===== config.mk =====
export PLATFORM = sky130hd
export DESIGN_NAME = sc_engine
export DESIGN_NICKNAME = d
export VERILOG_FILES = /design/src/rtl/sc_pkg.sv /design/src/rtl/sc_sequencer.sv /design/src/rtl/sc_cfg_store.sv /design/src/rtl/sc_parity_fold.sv /design/src/rtl/sc_analyzer.sv /design/src/rtl/sc_engine.sv
export SDC_FILE = /design/constraint.sdc
export NUM_CORES = 1
export LEC_CHECK = 0
export BUFFER_PORTS_ARGS = -buffer_cell sky130_fd_sc_hd__buf_2
export CORE_ASPECT_RATIO = 0.6
export CORE_MARGIN = 5
export CORE_UTILIZATION = 30
export CTS_CLUSTER_SIZE = 30
export DETAILED_ROUTE_END_ITERATION = 7
export PLACE_DENSITY = 0.46
export SLEW_MARGIN = 10
export SYNTH_ARGS = -nofsm -noshare
export SYNTH_HDL_FRONTEND = slang
export SYNTH_HIERARCHICAL = 1
export SYNTH_SLANG_ARGS = --single-unit

===== constraint.sdc =====
create_clock -name clk -period 2.7 [get_ports clk]
set_input_delay 0.81 -clock clk [delete_from_list [all_inputs] [get_ports clk]]
set_output_delay 0.81 -clock clk [all_outputs]
set_load 0.02 [all_outputs]

===== src/rtl/sc_pkg.sv =====
package sc_pkg;

    typedef enum logic [1:0] {
        ST_IDLE  = 2'd0,
        ST_RUN   = 2'd1,
        ST_CHECK = 2'd2
    } sc_state_e;

    function automatic int sc_max(input int a, input int b);
        return (a > b) ? a : b;
    endfunction

    function automatic int sc_clog2(input int v);
        int r = 0;
        while ((1 << r) < v) r++;
        return (r == 0) ? 1 : r;
    endfunction

endpackage


===== src/rtl/sc_sequencer.sv =====
module sc_sequencer
    import sc_pkg::*;
#(
    parameter int IN_W = 4
) (
    input  logic            clk,
    input  logic            rst,
    input  logic            start,
    output logic [IN_W-1:0] pat,
    output sc_state_e       state,
    output logic            accept,
    output logic            done
);
    localparam logic [IN_W-1:0] LAST = {IN_W{1'b1}};

    assign accept = start && (state == ST_IDLE);

    always_ff @(posedge clk) begin
        if (rst) begin
            state <= ST_IDLE;
            pat   <= '0;
            done  <= 1'b0;
        end else begin
            unique case (state)
                ST_IDLE: if (start) begin
                    state <= ST_RUN;
                    pat   <= '0;
                    done  <= 1'b0;
                end
                ST_RUN: begin
                    if (pat == LAST) state <= ST_CHECK;
                    else             pat   <= pat + IN_W'(1);
                end
                ST_CHECK: begin
                    state <= ST_IDLE;
                    done  <= 1'b1;
                end
                default: state <= ST_IDLE;
            endcase
        end
    end

    // counter steps by one while sweeping
    a_r2_step: assert property (@(posedge clk) disable iff (rst)
        (state == ST_RUN && pat != LAST) |=> (pat == IN_W'($past(pat) + IN_W'(1))));

    // done only rises out of the check cycle
    a_r3_done_after_check: assert property (@(posedge clk) disable iff (rst)
        $rose(done) |-> ($past(state) == ST_CHECK) && (state == ST_IDLE));

    // a start while running does not restart the counter
    a_r9_start_ignored: assert property (@(posedge clk) disable iff (rst)
        (state == ST_RUN && pat != LAST && start) |=> (state == ST_RUN && pat != '0));

endmodule


===== src/rtl/sc_cfg_store.sv =====
module sc_cfg_store #(
    parameter int IN_W   = 4,
    parameter int CELLS  = 16,
    parameter int GROUPS = 8,
    parameter int IDX_W  = 4,
    parameter int CFG_W  = 16
) (
    input  logic                          clk,
    input  logic                          rst,
    input  logic                          busy,
    input  logic                          we,
    input  logic                          sel,
    input  logic [IDX_W-1:0]              idx,
    input  logic [CFG_W-1:0]              data,
    input  logic [IN_W-1:0]               rd_pat,
    output logic [GROUPS-1:0][CELLS-1:0]  masks,
    output logic [GROUPS-1:0]             pol_rd
);
    localparam int PATS = 1 << IN_W;

    logic [PATS-1:0][GROUPS-1:0] pol;
    logic wr_ok;

    assign wr_ok  = we && !busy;
    assign pol_rd = pol[rd_pat];

    for (genvar g = 0; g < GROUPS; g++) begin : g_mask
        always_ff @(posedge clk) begin
            if (rst)                                       masks[g] <= '0;
            else if (wr_ok && !sel && int'(idx) == g)      masks[g] <= data[CELLS-1:0];
        end
    end

    for (genvar p = 0; p < PATS; p++) begin : g_pol
        always_ff @(posedge clk) begin
            if (rst)                                       pol[p] <= '0;
            else if (wr_ok && sel && int'(idx) == p)       pol[p] <= data[GROUPS-1:0];
        end
    end

    // configuration frozen while a sweep runs
    a_r8_frozen_when_busy: assert property (@(posedge clk) disable iff (rst)
        busy |=> ($stable(masks) && $stable(pol)));

endmodule


===== src/rtl/sc_parity_fold.sv =====
module sc_parity_fold #(
    parameter int CELLS  = 16,
    parameter int GROUPS = 8
) (
    input  logic [GROUPS-1:0][CELLS-1:0] masks,
    input  logic [CELLS-1:0]             resp,
    output logic [GROUPS-1:0]            par
);
    for (genvar g = 0; g < GROUPS; g++) begin : g_fold
        assign par[g] = ^(resp & masks[g]);
    end
endmodule


===== src/rtl/sc_analyzer.sv =====
module sc_analyzer #(
    parameter int IN_W   = 4,
    parameter int GROUPS = 8
) (
    input  logic              clk,
    input  logic              rst,
    input  logic              clr,
    input  logic              cap_v,
    input  logic [IN_W-1:0]   cap_idx,
    input  logic [GROUPS-1:0] par,
    input  logic [GROUPS-1:0] expect_v,
    output logic              fail,
    output logic [IN_W-1:0]   fail_idx
);
    logic miss;
    assign miss = cap_v && (par != expect_v);

    always_ff @(posedge clk) begin
        if (rst || clr) begin
            fail     <= 1'b0;
            fail_idx <= '0;
        end else if (miss && !fail) begin
            fail     <= 1'b1;
            fail_idx <= cap_idx;
        end
    end

    // failure and its index are held
    a_r6_fail_sticky: assert property (@(posedge clk) disable iff (rst)
        (fail && !clr) |=> (fail && $stable(fail_idx)));

    // an accepted start clears the verdict
    a_r7_clear: assert property (@(posedge clk) disable iff (rst)
        clr |=> (!fail && fail_idx == '0));

endmodule


===== src/rtl/sc_engine.sv =====
module sc_engine
    import sc_pkg::*;
#(
    parameter int IN_W   = 4,
    parameter int CELLS  = 16,
    parameter int GROUPS = 8,
    parameter int IDX_W  = sc_max(sc_clog2(GROUPS), IN_W),
    parameter int CFG_W  = sc_max(CELLS, GROUPS)
) (
    input  logic             clk,
    input  logic             rst,
    input  logic             start,
    input  logic             cfg_we,
    input  logic             cfg_sel,
    input  logic [IDX_W-1:0] cfg_idx,
    input  logic [CFG_W-1:0] cfg_data,
    input  logic [CELLS-1:0] cell_resp,
    output logic [IN_W-1:0]  pat_out,
    output logic             busy,
    output logic             done,
    output logic             fail,
    output logic [IN_W-1:0]  fail_idx
);
    typedef struct packed {
        logic             v;
        logic [IN_W-1:0]  idx;
        logic [CELLS-1:0] resp;
    } capture_t;

    sc_state_e                   state;
    logic                        accept;
    capture_t                    cap;
    logic [GROUPS-1:0][CELLS-1:0] masks;
    logic [GROUPS-1:0]           pol_rd;
    logic [GROUPS-1:0]           par;

    sc_sequencer #(.IN_W(IN_W)) u_seq (
        .clk(clk), .rst(rst), .start(start),
        .pat(pat_out), .state(state), .accept(accept), .done(done)
    );

    assign busy = (state != ST_IDLE);

    always_ff @(posedge clk) begin
        if (rst) begin
            cap <= '0;
        end else begin
            cap.v    <= (state == ST_RUN);
            cap.idx  <= pat_out;
            cap.resp <= cell_resp;
        end
    end

    sc_cfg_store #(
        .IN_W(IN_W), .CELLS(CELLS), .GROUPS(GROUPS), .IDX_W(IDX_W), .CFG_W(CFG_W)
    ) u_cfg (
        .clk(clk), .rst(rst), .busy(busy), .we(cfg_we), .sel(cfg_sel),
        .idx(cfg_idx), .data(cfg_data), .rd_pat(cap.idx),
        .masks(masks), .pol_rd(pol_rd)
    );

    sc_parity_fold #(.CELLS(CELLS), .GROUPS(GROUPS)) u_fold (
        .masks(masks), .resp(cap.resp), .par(par)
    );

    sc_analyzer #(.IN_W(IN_W), .GROUPS(GROUPS)) u_ora (
        .clk(clk), .rst(rst), .clr(accept), .cap_v(cap.v), .cap_idx(cap.idx),
        .par(par), .expect_v(pol_rd), .fail(fail), .fail_idx(fail_idx)
    );

    // idle engine reports nothing
    a_r1_idle_quiet: assert property (@(posedge clk) disable iff (rst)
        (!busy && !done) |-> !fail);

    // capture is only valid during or right after the sweep
    a_r5_capture_in_sweep: assert property (@(posedge clk) disable iff (rst)
        cap.v |-> busy);

endmodule


Yosys cells after proc, flatten, opt, wreduce, memory -nomap -nowiden:

Cells that the tools add are included.

* output and inout port bits: 11
* word-level logic and storage cells: 124
* register bits after elaboration: 289

* add/sub/neg operators: 1
* multiplexer cells: 10
* reduce and logical (&&, ||, !) cells: 50
* equal/unequal tests: 22
* magnitude comparators: 1
* bitwise logic cells: 8

Operator list (count)
* $and 16x16->16: 8
* $reduce_xor 16->1: 8
* $eq 4x4->1 const B: 9
* $bmux 8 s4: 1
* $logic_and 1x1->1: 30
* $eq 4x3->1 const B: 4
* $eq 4x2->1 const B: 2
* $mux 4: 2
* $mux 8: 1
* $ne 8x8->1: 1
* $pmux 4 s2: 1
* $reduce_bool 2->1: 3
* $lt 4x5->1 const B: 1
* $add 4x1->4 const B: 1
* $eq 4x1->1 const B: 1
* $logic_not 4->1: 1
* $mux 2: 2
* $ne 2x2->1 const B: 2
* $pmux 2 s2: 1
* $reduce_and 2->1: 2
* $logic_not 1->1: 3
* $reduce_and 3->1: 1
* $eq 2x1->1 const B: 1
* $eq 2x2->1 const B: 1
* 5 further kinds: 5

Logic depth before layout (Yosys ltp):

Gate-level depths: netlist (run 1).

* word-level depth: 5
* depth in mapped cells: 10
* depth with buffers taken out: 9

Modules after synthesis:

Netlist (run 1), hierarchy kept.

Modules (own cells, without submodules)
* sc_cfg_store: area each 12032.8 µm², cells an instance 1334, sequential area each 5124.9 µm², instances 1
* sc_parity_fold: area each 1665.3 µm², cells an instance 264, sequential area each 0.0 µm², instances 1
* sc_engine: area each 583.1 µm², cells an instance 45, sequential area each 420.4 µm², instances 1
* sc_sequencer: area each 327.8 µm², cells an instance 36, sequential area each 140.1 µm², instances 1
* sc_analyzer: area each 291.5 µm², cells an instance 31, sequential area each 100.1 µm², instances 1

Least setup slack after synthesis (run 1):

No wires, ideal clock.

* path type: flip-flop to flip-flop
* start point: register cap[16] in the netlist's numbering
* end point: register u_ora.fail
* library setup time: 0.115 ns
* cell stages (with the launch flop): 10
* data arrival time: 2.193 ns
* buffers on the path: 2
* period minus slack after synthesis: 2.307 ns
* setup slack: 0.393 ns
* required time: 2.585 ns
* cells stage by stage: dfxtp_1 buf_2 buf_4 mux4_2 a22oi_1 nand2_1 xor2_1 nor4_2 a21oi_2 o21a_1

* word-level cells in the longest chain between the ends: 5

RTL lines
* from (decl): RTL line sc_engine.sv:32 `capture_t cap;`
* $bmux 8 s4: RTL line sc_cfg_store.sv:25 `assign pol_rd = pol[rd_pat];`
* $mux 8 (implied by the code): RTL line sc_cfg_store.sv:25
* via pol_rd[3]: RTL line sc_engine.sv:34 `logic [GROUPS-1:0] pol_rd;`
* $ne 8x8->1: RTL line sc_analyzer.sv:16 `assign miss = cap_v && (par != expect_v);`
* $logic_and 1x1->1: RTL line sc_analyzer.sv:16
* $logic_and 1x1->1: RTL line sc_analyzer.sv:22 `end else if (miss && !fail) begin`
* to (signal assigned): RTL line sc_analyzer.sv:20 `fail <= 1'b0;`
* to (signal assigned): RTL line sc_analyzer.sv:23 `fail <= 1'b1;`
* to (decl): RTL line sc_analyzer.sv:12 `output logic fail,`

The timed path passes the listed nets, and every way through them passes these cells. The select of a mux whose other input is x is not followed.
A chain may end at the register's enable or synchronous reset.

Worst setup path after layout (run 1):

Same ends and word-level chain as after synthesis.

==> impl_metrics.csv, run 1 <==
group,metric,value,unit
status,status,"finished clean",
yosys,ys_types,45,
timing,max_clock_freq,373,MHz
yosys,ys_async_sr_fraction,0,%
power,total_leakage_power,5.35,nW
worst_setup_path,timing.setup.critical_path_class,"reg2reg",
global_route,global_route.usage.met1,33.6,%
timing,period_needed,2.68,ns
worst_setup_path,max_stage_delay,0.50,ns
power,clkPwrFrac,45.7,%
global_route,grt_pass1_vias,13200,
timing,final_critical_path_setup_slack,0.0217,ns
timing,hold_viol_final,0,
clocking,worstSkewPairLatency,0.59,ns
route,routed_wire_length_per_instance,25.1,µm
global_route,grt_start_max_net_pins,96,
layout,num-nets-final,1716,
worst_setup_path,worst_setup_path_end_kind,"flip-flop",
yosys,postSynthCellCount,1710,
clocking,cts_hold_buffers,0,
route,detail_route.iter0.violations,1443,
worst_setup_path,arrival_time_of_the_worst_setup_path,3.16,ns
power,worst_ir_drop_vdd,0.439,mV
floorplanning,core_region_area,49300,µm²
layout,layout.filler_cells,4951,
power,internal_power,7.23,mW
timing,fin_tns_setup,0,ns
worst_setup_path,timing.critical_path.slowest_stage_cell,"mux4_2",
layout,drive_gt1_share,18.1,%
global_route,peak_usage_layer_in_the_global_routing_report,"met1",
route,vias,14000,
worst_setup_path,crit_required,3.18,ns
power,power.density,569,nW/µm²
clocking,cts.clk_slew.worst_paths,0.07,ns
global_route,globalRouteMet3Util,6.40,%
timing,finClkSkew,0.0150,ns
timing,final-max-slew-violation-count,0,
placed_design,gpl.final_weighted_congestion,0.832,
route,viasPerCell,5.98,
clocking,cts_buffers,30,
timing,rsz0062_at_grt,"yes",
placed_design,count_of_buffers_inserted_at_the_top_level_ports,51,
worst_setup_path,path_buf_inv,3,
power,swShare,27.6,%
route,finalWirelength,58.9,mm
yosys,postSynth.topFlopCell,"dfxtp_1",
job,max_cap_viol_count,0,
floorplanning,pin_count,52,
route,drt.antenna.violating_nets,0,
yosys,synth.yosys.warnings,6,
floorplanning,die_y,183,µm
yosys,synth_edf_count,0,
global_route,global_routing_met2_resource_utilization,26.8,%
layout,layout-area-overhead-vs-synth,17.8,%
power,power.switching,2.76,mW
global_route,antenna_found_initial,5,
power,pwr-share-comb,10.9,%
worst_setup_path,timing.critical_path.cells,"buf_12 > buf_6 > mux4_2 > a22oi_2 > nand2_1 > xor2_1 > nor4_2 > buf_4 > a21oi_4 > o21a_1",
placed_design,hpwl,35.5,mm
yosys,synth.cell_area,14900,µm²
worst_hold_path,worst_hold_path_type,"in2reg",
layout,final_util,35.6,%
global_route,grtUsageTotal,20.8,%
floorplanning,design.die.area,54400,µm²
yosys,postSynthAreaPerCell,8.71,µm²
layout,final_common_cell,"dfxtp_1",
timing,tightestPinTransition,0.704,ns
power,seq_power_share,43.4,%
clocking,tritoncts,"done",
placed_design,placement.setup.worst_slack,-0.310,ns
floorplanning,die_width,298,µm
route,drt_first_pass_iters,5,
layout,n_antenna_cell,0,
global_route,grt_first_pass_wirelength,89.0,mm
power,total_power,9.99,mW
clocking,clk_root_buffer_cell,"clkbuf_16",
layout,most_frequent_cells_in_the_layout,"285 x dfxtp_1, 259 x a21oi_1, 256 x nand4_1, 256 x o31ai_1, 143 x nand2_1",
timing,relSlewSlack,53.0,%
worst_setup_path,path_max_fanout,7,
yosys,synth_sequential_area_ratio,38.8,%
floorplanning,starting_density,30.2,%
clocking,cts.sinks,289,
global_route,grt_overflow,0,
timing,layout_worst_path_cycle_share,99.2,%
floorplanning,fp-row-count,63,
clocking,clock_buffer_depth,3,
clocking,cts.htree.levels,1,
yosys,synth_fp_nets,1752,
worst_setup_path,start_kind,"flip-flop",
timing,setup_viol,0,
yosys,synth.ff_latch_count,289,
route,drt_drc_violations_left,0,
worst_setup_path,critical_path.top_delay_family,"compound AO/OA/AOI/OAI gates",
-- Yosys cell counts, types with 4 or more instances --
| cell type | instances | share of area, % |
|---|---|---|
| buf_4 | 15 | 0.76 |
| nand2_1 | 144 | 3.6 |
| nor2_1 | 5 | 0.13 |
| xor2_1 | 32 | 1.9 |
| clkbuf_2 | 8 | 0.27 |
| mux4_2 | 32 | 4.8 |
| a21oi_1 | 259 | 8.7 |
| dfxtp_1 | 289 | 39 |
| nand2b_1 | 6 | 0.25 |
| buf_1 | 34 | 0.86 |
| buf_2 | 46 | 1.5 |
| mux2i_1 | 4 | 0.27 |
| nand4_1 | 256 | 11 |
| clkbuf_1 | 122 | 3.1 |
| a22oi_1 | 16 | 0.81 |
| buf_6 | 23 | 1.7 |
| o31ai_1 | 256 | 13 |
| nor2b_1 | 27 | 1.1 |
| xnor2_1 | 96 | 5.6 |
-- cell families (layout without fill, tap and decap cells) --
group                      count (synthesis)  in the layout  synth area share, %
and+or+nand+nor                          468            468                 17.4
xor gates and xnor gates                 128            128                 7.52
adders and majority gates                  1              1               0.0840
AOI/OAI and AO/OA                        540            540                 22.8
muxes                                     36             36                 5.11
buffers and inverters                    248            236                 8.24
DFF                                      289            289                 38.8
-- cell type report --
type                       count  area (µm²)  area share (%)
tap                          650         813            4.63
timing repair buffer         180        1800            10.3
sequential                   289        5790            33.0
multi-input combinational   1173        8080            46.1
clock buffer                  47         926            5.28
clock inverter                 9         126           0.720
-- flip-flops by register name (all words and copies together), names as in the netlist --
name / cells
u_seq/state: 2
u_ora/fail_idx: 4
u_cfg/pol: 128
cap: 21
u_cfg/masks: 128
u_ora/fail: 1
u_seq/pat: 4
u_seq/done: 1
-- timing repair --
action	CTS	global route
endpoints found under the setup margin	5	5
cloned	1	0
pin swaps	9	13
buffers inserted	7	1
gates resized for setup	12	14
-- final timing paths --
kind	from	to	slack, ns	cells past startpoint
worst max-delay path	cap[16]	u_ora/fail	0.02	10
worst min-delay path	cell_resp[7]	cap[7]	0.43	2
worst max register to register	cap[16]	u_ora/fail	0.02	10
worst min register to register	u_ora/fail_idx[0]	u_ora/fail_idx[0]	0.46	2
-- per-stage QoR --
stage	hold slack [ns]	cells	instance area, µm²
6_report	0.435	2348	17500
5_1_grt	0.443	2348	17500
4_1_cts	0.414	2349	17500
3_5_place_dp	0.449	2285	16300
3_3_place_gp	0.447	2285	16300
2_1_floorplan	0.435	1710	14900
-- power groups by stage --
| stage | clock network (mW) | logic (mW) | registers [mW] |
|---|---|---|---|
| floorplan | 0 | 0.591 | 4.41 |
| global placement | 0 | 1.05 | 4.43 |
| detailed placement | 0 | 1.05 | 4.43 |
| CTS | 4.67 | 1.07 | 4.33 |
| global route | 4.84 | 1.14 | 4.33 |
| finish | 4.57 | 1.09 | 4.33 |
-- routing by layer --
metal | routed length (µm) | share of wire (%)
met1 | 29900 | 51
met2 | 22500 | 38
met3 | 5900 | 10
met4 | 622 | 1.1
met5 | 34 | 0.058
(Power assumes the default switching activity.)
==> inputs of run 2 (changes only) <==
--- a/config.mk
+++ b/config.mk
@@ -7,3 +7,2 @@
 export LEC_CHECK = 0
-export BUFFER_PORTS_ARGS = -buffer_cell sky130_fd_sc_hd__buf_2
 export CORE_ASPECT_RATIO = 0.6
@@ -13,2 +12,4 @@
 export DETAILED_ROUTE_END_ITERATION = 7
+export DONT_BUFFER_PORTS = 1
+export GPL_TIMING_DRIVEN = 0
 export PLACE_DENSITY = 0.46
==> constraint.sdc (replaced) <==
create_clock -name clk -period 2.7 [get_ports clk]
set_input_delay 0.27 -clock clk [delete_from_list [all_inputs] [get_ports clk]]
set_output_delay 0.27 -clock clk [all_outputs]
set_load 0.02 [all_outputs]
==> run 2 against run 1 <==
- the run now ends with negative setup slack left
- global-route usage increased by 3.1 points
- via count increased by 6.2%
- utilization fell by 0.33 points
- clock skew grew 0.0059 ns
- total power down 0.67%
- combinational power rose by 6%
- largest power group unchanged
==> impl_metrics.csv, run 2 (same netlist as run 1, synthesis figures left out) <==
group,metric,value,unit
timing,hold_viol_final,0,
global_route,grt_pass1_vias,14000,
global_route,grtUsageTotal,23.8,%
worst_setup_path,path_max_fanout,6,
worst_setup_path,timing.critical_path.cells,"buf_12 > buf_12 > mux4_2 > a22oi_2 > nand2_1 > xor2_2 > nor4_4 > a21oi_4 > o21a_1",
worst_setup_path,timing.setup.critical_path_class,"reg2reg",
layout,instances_no_fill,2456,
timing,rsz0062_at_grt,"yes",
status,status,"finished, violations left",
worst_setup_path,arrival_time_of_the_worst_setup_path,3.33,ns
floorplanning,design.die.area,54400,µm²
worst_setup_path,crit_path_frequent_cell,"buf_12",
global_route,antenna_found_initial,1,
timing,tightestPinTransition,1.16,ns
worst_setup_path,start_kind,"flip-flop",
route,drt_drc_violations_left,0,
global_route,grt_start_max_net_pins,16,
placed_design,post-place-cells,2360,
floorplanning,pin_count,52,
route,routed_wire_length_per_instance,27.4,µm
route,vias,14900,
floorplanning,core_region_area,49300,µm²
timing,worst_hold_slack,0.0788,ns
timing,relSlewSlack,22.6,%
clocking,cts.htree.levels,1,
placed_design,count_of_buffers_inserted_at_the_top_level_ports,0,
route,detail_route.iter0.violations,1791,
power,total_power,9.92,mW
route,viasPerCell,6.07,
placed_design,total_cell_area_at_the_placement_stage,15700,µm²
power,total_leakage_power,5.08,nW
layout,drive_gt1_share,12.8,%
layout,layout.filler_cells,5104,
clocking,cts_buffers,31,
layout,num-nets-final,1824,
route,drt.antenna.violating_nets,0,
layout,layout_top_registers,"u_cfg/masks (128), u_cfg/pol (128), cap (21)",
floorplanning,die_width,298,µm
global_route,grt_first_pass_wirelength,98.0,mm
worst_setup_path,timing.critical_path.slowest_stage_cell,"nor4_4",
timing,final_critical_path_setup_slack,-0.138,ns
timing,period_needed,2.84,ns
job,max_cap_viol_count,0,
worst_hold_path,worst_hold_path_type,"in2reg",
timing,finClkSkew,0.0208,ns
clocking,clk_root_buffer_cell,"clkbuf_16",
placed_design,hpwl,47.1,mm
global_route,grt_overflow,0,
layout,layout-area-overhead-vs-synth,16.7,%
timing,layout_worst_path_cycle_share,105,%
clocking,cts.sinks,289,
placed_design,gpl.final_weighted_congestion,0.945,
route,drt_first_pass_iters,5,
layout,ff_latch_area,5790,µm²
layout,multi_input_comb_area,8050,µm²
worst_setup_path,crit_required,3.19,ns
worst_setup_path,max_stage_delay,0.54,ns
timing,setup_viol,5,
route,finalWirelength,67.4,mm
timing,fin_tns_setup,-0.495,ns
floorplanning,fp-row-count,63,
power,power.density,571,nW/µm²
timing,final-max-slew-violation-count,0,
clocking,tritoncts,"done",
layout,final_common_cell,"dfxtp_1",
layout,most_frequent_cells_in_the_layout,"287 x dfxtp_1, 259 x a21oi_1, 256 x nand4_1, 256 x o31ai_1, 143 x nand2_1",
clocking,worstSkewPairLatency,0.60,ns
floorplanning,starting_density,30.2,%
power,worst_ir_drop_vdd,0.469,mV
clocking,cts.clk_slew.worst_paths,0.06,ns
worst_setup_path,worst_setup_path_end_kind,"flip-flop",
clocking,clock_buffer_depth,3,
floorplanning,die_y,183,µm
timing,max_clock_freq,352,MHz
layout,post-route-cell-area,17400,µm²
status,violations_in_the_final_reports,"negative setup slack",
run 2: changes by cell type in the layout (fill, tap and decap cells not counted), sizes merged:
| cell | before | now |
|---|---|---|
| clkbuf | 47 | 174 |
| buf | 180 | 130 |
| dlygate4sd3 | 0 | 27 |
| clkinv | 5 | 8 |
| bufinv | 3 | 1 |
| clkinvlp | 0 | 2 |
| diode | 0 | 1 |
run 2: final timing paths:
| kind | startpoint | to | slack (ns) | cells after the start |
|---|---|---|---|---|
| worst min-delay path | cfg_idx[3] | u_cfg/pol[95] | 0.08 | 3 |
| worst min register to register | u_cfg/pol[117] | u_cfg/pol[117] | 0.47 | 2 |
| worst max register to register | cap[16] | u_ora/fail | -0.14 | 9 |
| worst max-delay path | cap[16] | u_ora/fail | -0.14 | 9 |
run 2: through the flow:
step,util (%),setup slack [ns]
after floorplan,-,0.393
after global placement,31.9,-0.788
after detailed placement,31.9,-0.813
after CTS,35.1,-0.0432
after global routing,35.3,-0.164
final,35.3,-0.138
run 2: what timing repair did:
item,4_1_cts,5_1_grt
pin swaps,5,9
cloned,2,0
hold endpoints to repair,67,0
endpoints found under the setup margin,5,5
setup buffers,4,8
hold buffers,27,0
gates resized for setup,41,13
run 2: where the power goes:
group | switching, mW | internal (mW)
registers | 0.0259 | 4.30
logic | 0.905 | 0.251
clock network | 1.95 | 2.49
total | 2.88 | 7.04
run 2: critical path, delay by kind of cell (launching register included):
kind                   cells  cell delay (ns)
flip-flops                 1             0.35
XOR/XNOR                   1             0.20
multiplexers               1             0.52
AND/OR/NAND/NOR            2             0.68
AO/OA/AOI/OAI              3             0.67
buffers and inverters      2             0.29
run 2: layout make-up:
cell class	count	area share, %
Sequential cell	289	33.3
Clock inverter	12	0.540
Tap cell	650	4.68
Buffer	248	7.41
Clock buffer	44	5.38
Timing Repair Buffer	39	2.38
Multi-Input combinational cell	1173	46.3
Antenna cell	1	0.0144
run 2: routing by layer:
layer	GRT usage [%]	part of all wire (%)	vias to the layer above
met1	37.2	48	7429
met4	3.77	1.6	0
met2	31.4	38	818
met3	8.19	13	90
li1	-	-	6575
met5	0	0	-
==> inputs of run 3 (changes only) <==
Settings changed: REMOVE_ABC_BUFFERS set to 1.
==> run 3 against run 2 <==
- worst setup slack improved by 0.18 ns
- cell count down 5.4%
- count of clock-buffer cells in the layout up 7
- the run now ends clean
- flip-flop and latch count unchanged
- combinational power shrank 17%
- global-route usage fell by 5.2 points
- routed wire length fell by 20%
==> impl_metrics.csv, run 3 (same netlist as run 1, synthesis figures left out) <==
group,metric,value,unit
layout,layout_top_registers,"u_cfg/masks (128), u_cfg/pol (128), cap (21)",
layout,layout.filler_cells,4844,
status,status,"finished clean",
route,viasPerCell,5.96,
clocking,worstSkewPairLatency,0.54,ns
route,drt_first_pass_iters,5,
worst_setup_path,r2r.worst_path.cells,8,
clocking,cts.clk_slew.worst_paths,0.06,ns
placed_design,count_of_buffers_inserted_at_the_top_level_ports,0,
worst_setup_path,timing.critical_path.cells,"buf_12 > mux4_2 > a22oi_1 > nand2_1 > xor2_1 > nor4_2 > a21oi_2 > o21a_1",
worst_setup_path,r2r-end,"u_ora/fail",
global_route,grt_overflow,0,
global_route,grt_first_pass_wirelength,82.2,mm
route,routed_wire_length_per_instance,23.1,µm
global_route,grtUsageTotal,18.6,%
worst_setup_path,max_stage_delay,0.50,ns
worst_setup_path,cp-startpoint,"cap[16]",
timing,final_critical_path_setup_slack,0.0379,ns
power,total_leakage_power,5.42,nW
clocking,cts.sinks,289,
layout,drive_gt1_share,11.7,%
placed_design,post-place-cells,2154,
worst_setup_path,crit_required,3.12,ns
worst_hold_path,hold_path_end,"u_cfg/masks[39]",
layout,instances_no_fill,2324,
worst_setup_path,path_max_fanout,11,
timing,layout_worst_path_cycle_share,98.6,%
power,power.density,572,nW/µm²
floorplanning,starting_density,30.2,%
worst_setup_path,r2r-start,"cap[16]",
floorplanning,fp-row-count,63,
clocking,cts.htree.levels,2,
worst_setup_path,timing.critical_path.slowest_stage_cell,"mux4_2",
floorplanning,core_region_area,49300,µm²
global_route,grt_start_max_net_pins,286,
clocking,clock_buffer_depth,3,
timing,final-max-slew-violation-count,0,
clocking,tritoncts,"done",
route,drt_drc_violations_left,0,
job,max_cap_viol_count,0,
worst_setup_path,worst_setup_path_end_kind,"flip-flop",
worst_setup_path,arrival_time_of_the_worst_setup_path,3.08,ns
worst_hold_path,worst_hold_path_type,"in2reg",
power,worst_ir_drop_vdd,0.243,mV
layout,layout-area-overhead-vs-synth,19.7,%
worst_setup_path,timing.setup.critical_path_class,"reg2reg",
route,vias,13900,
floorplanning,die_y,183,µm
worst_hold_path,holdCritStartpoint,"cfg_idx[2]",
worst_setup_path,critical_path.top_delay_family,"compound AO/OA/AOI/OAI gates",
worst_setup_path,path_buf_inv,1,
timing,worst_hold_slack,0.0126,ns
timing,rsz0062_at_grt,"no",
timing,period_needed,2.66,ns
floorplanning,pin_count,52,
floorplanning,die_width,298,µm
timing,tightestPinTransition,1.16,ns
clocking,cts_buffers,34,
clocking,clk_root_buffer_cell,"clkbuf_16",
route,drt.antenna.violating_nets,0,
placed_design,hpwl,29.3,mm
timing,finClkSkew,0.0321,ns
layout,num-nets-final,1691,
worst_setup_path,start_kind,"flip-flop",
worst_setup_path,setup.reg_to_reg.worst_slack,0.04,ns
worst_hold_path,hold_depth,3,
timing,fin_tns_setup,0,ns
placed_design,gpl.final_weighted_congestion,0.770,
floorplanning,design.die.area,54400,µm²
placed_design,placement.setup.worst_slack,-0.357,ns
power,total_power,10.2,mW
layout,most_frequent_cells_in_the_layout,"271 x dfxtp_1, 259 x a21oi_1, 256 x nand4_1, 256 x o31ai_1, 142 x nand2_1",
global_route,antenna_found_initial,1,
global_route,grt_pass1_vias,13400,
timing,relSlewSlack,22.1,%
timing,setup_viol,0,
timing,max_clock_freq,376,MHz
layout,final_common_cell,"dfxtp_1",
route,finalWirelength,53.8,mm
route,detail_route.iter0.violations,1385,
timing,hold_viol_final,0,
==> run 3: layout make-up <==
cell class                 instances  area, µm²  share of cell area (%)
tap                              650        813                    4.56
clock buffer                      51       1050                    5.87
sequential                       289       5810                    32.6
clock inverter                     9        128                   0.716
antenna                            1       2.50                  0.0140
timing repair buffer             151       1950                    10.9
multi-input combinational       1173       8080                    45.3
==> run 3: per-layer routing <==
layer	track usage (%)	part of all wire [%]	up-vias
li1	-	-	6318
met1	28.0	48	7051
met2	28.5	44	436
met3	2.81	6.2	50
met4	3.56	1.2	0
met5	0	0	-
==> run 3: timing repair <==
item	CTS	global route
buffers inserted	3	3
gates resized for setup	9	23
hold buffers	100	3
pin swaps	1	4
hold endpoints to repair	284	125
endpoints found under the setup margin	5	39
==> run 3: how the worst max path moves through the flow <==
stage	endpoint	cells past startpoint
2_1_floorplan	u_cfg/masks[100]	4
3_3_place_gp	u_cfg/masks[126]	4
3_5_place_dp	u_ora/fail	7
4_1_cts	u_ora/fail	9
5_1_grt	u_ora/fail_idx[1]	9
6_report	u_ora/fail	8
==> run 3: worst min-delay path, stage by stage <==
cell	delay, ns
nor2_4	0.06
nand4_1	0.09
a21oi_1	0.06
==> run 3: metrics by stage <==
step	instance area [µm²]	util, %
2_1_floorplan	13700	-
3_3_place_gp	14500	29.4
3_5_place_dp	15400	31.2
4_1_cts	17700	35.9
5_1_grt	17800	36.2
6_report	17800	36.2
==> run 3: report_power, final <==
| part | switching, mW | leakage [nW] | internal [mW] | total (mW) |
|---|---|---|---|---|
| Clock | 1.91 | 0.583 | 2.96 | 4.87 |
| Combinational | 0.688 | 2.50 | 0.277 | 0.965 |
| Sequential | 0.0580 | 2.34 | 4.30 | 4.36 |
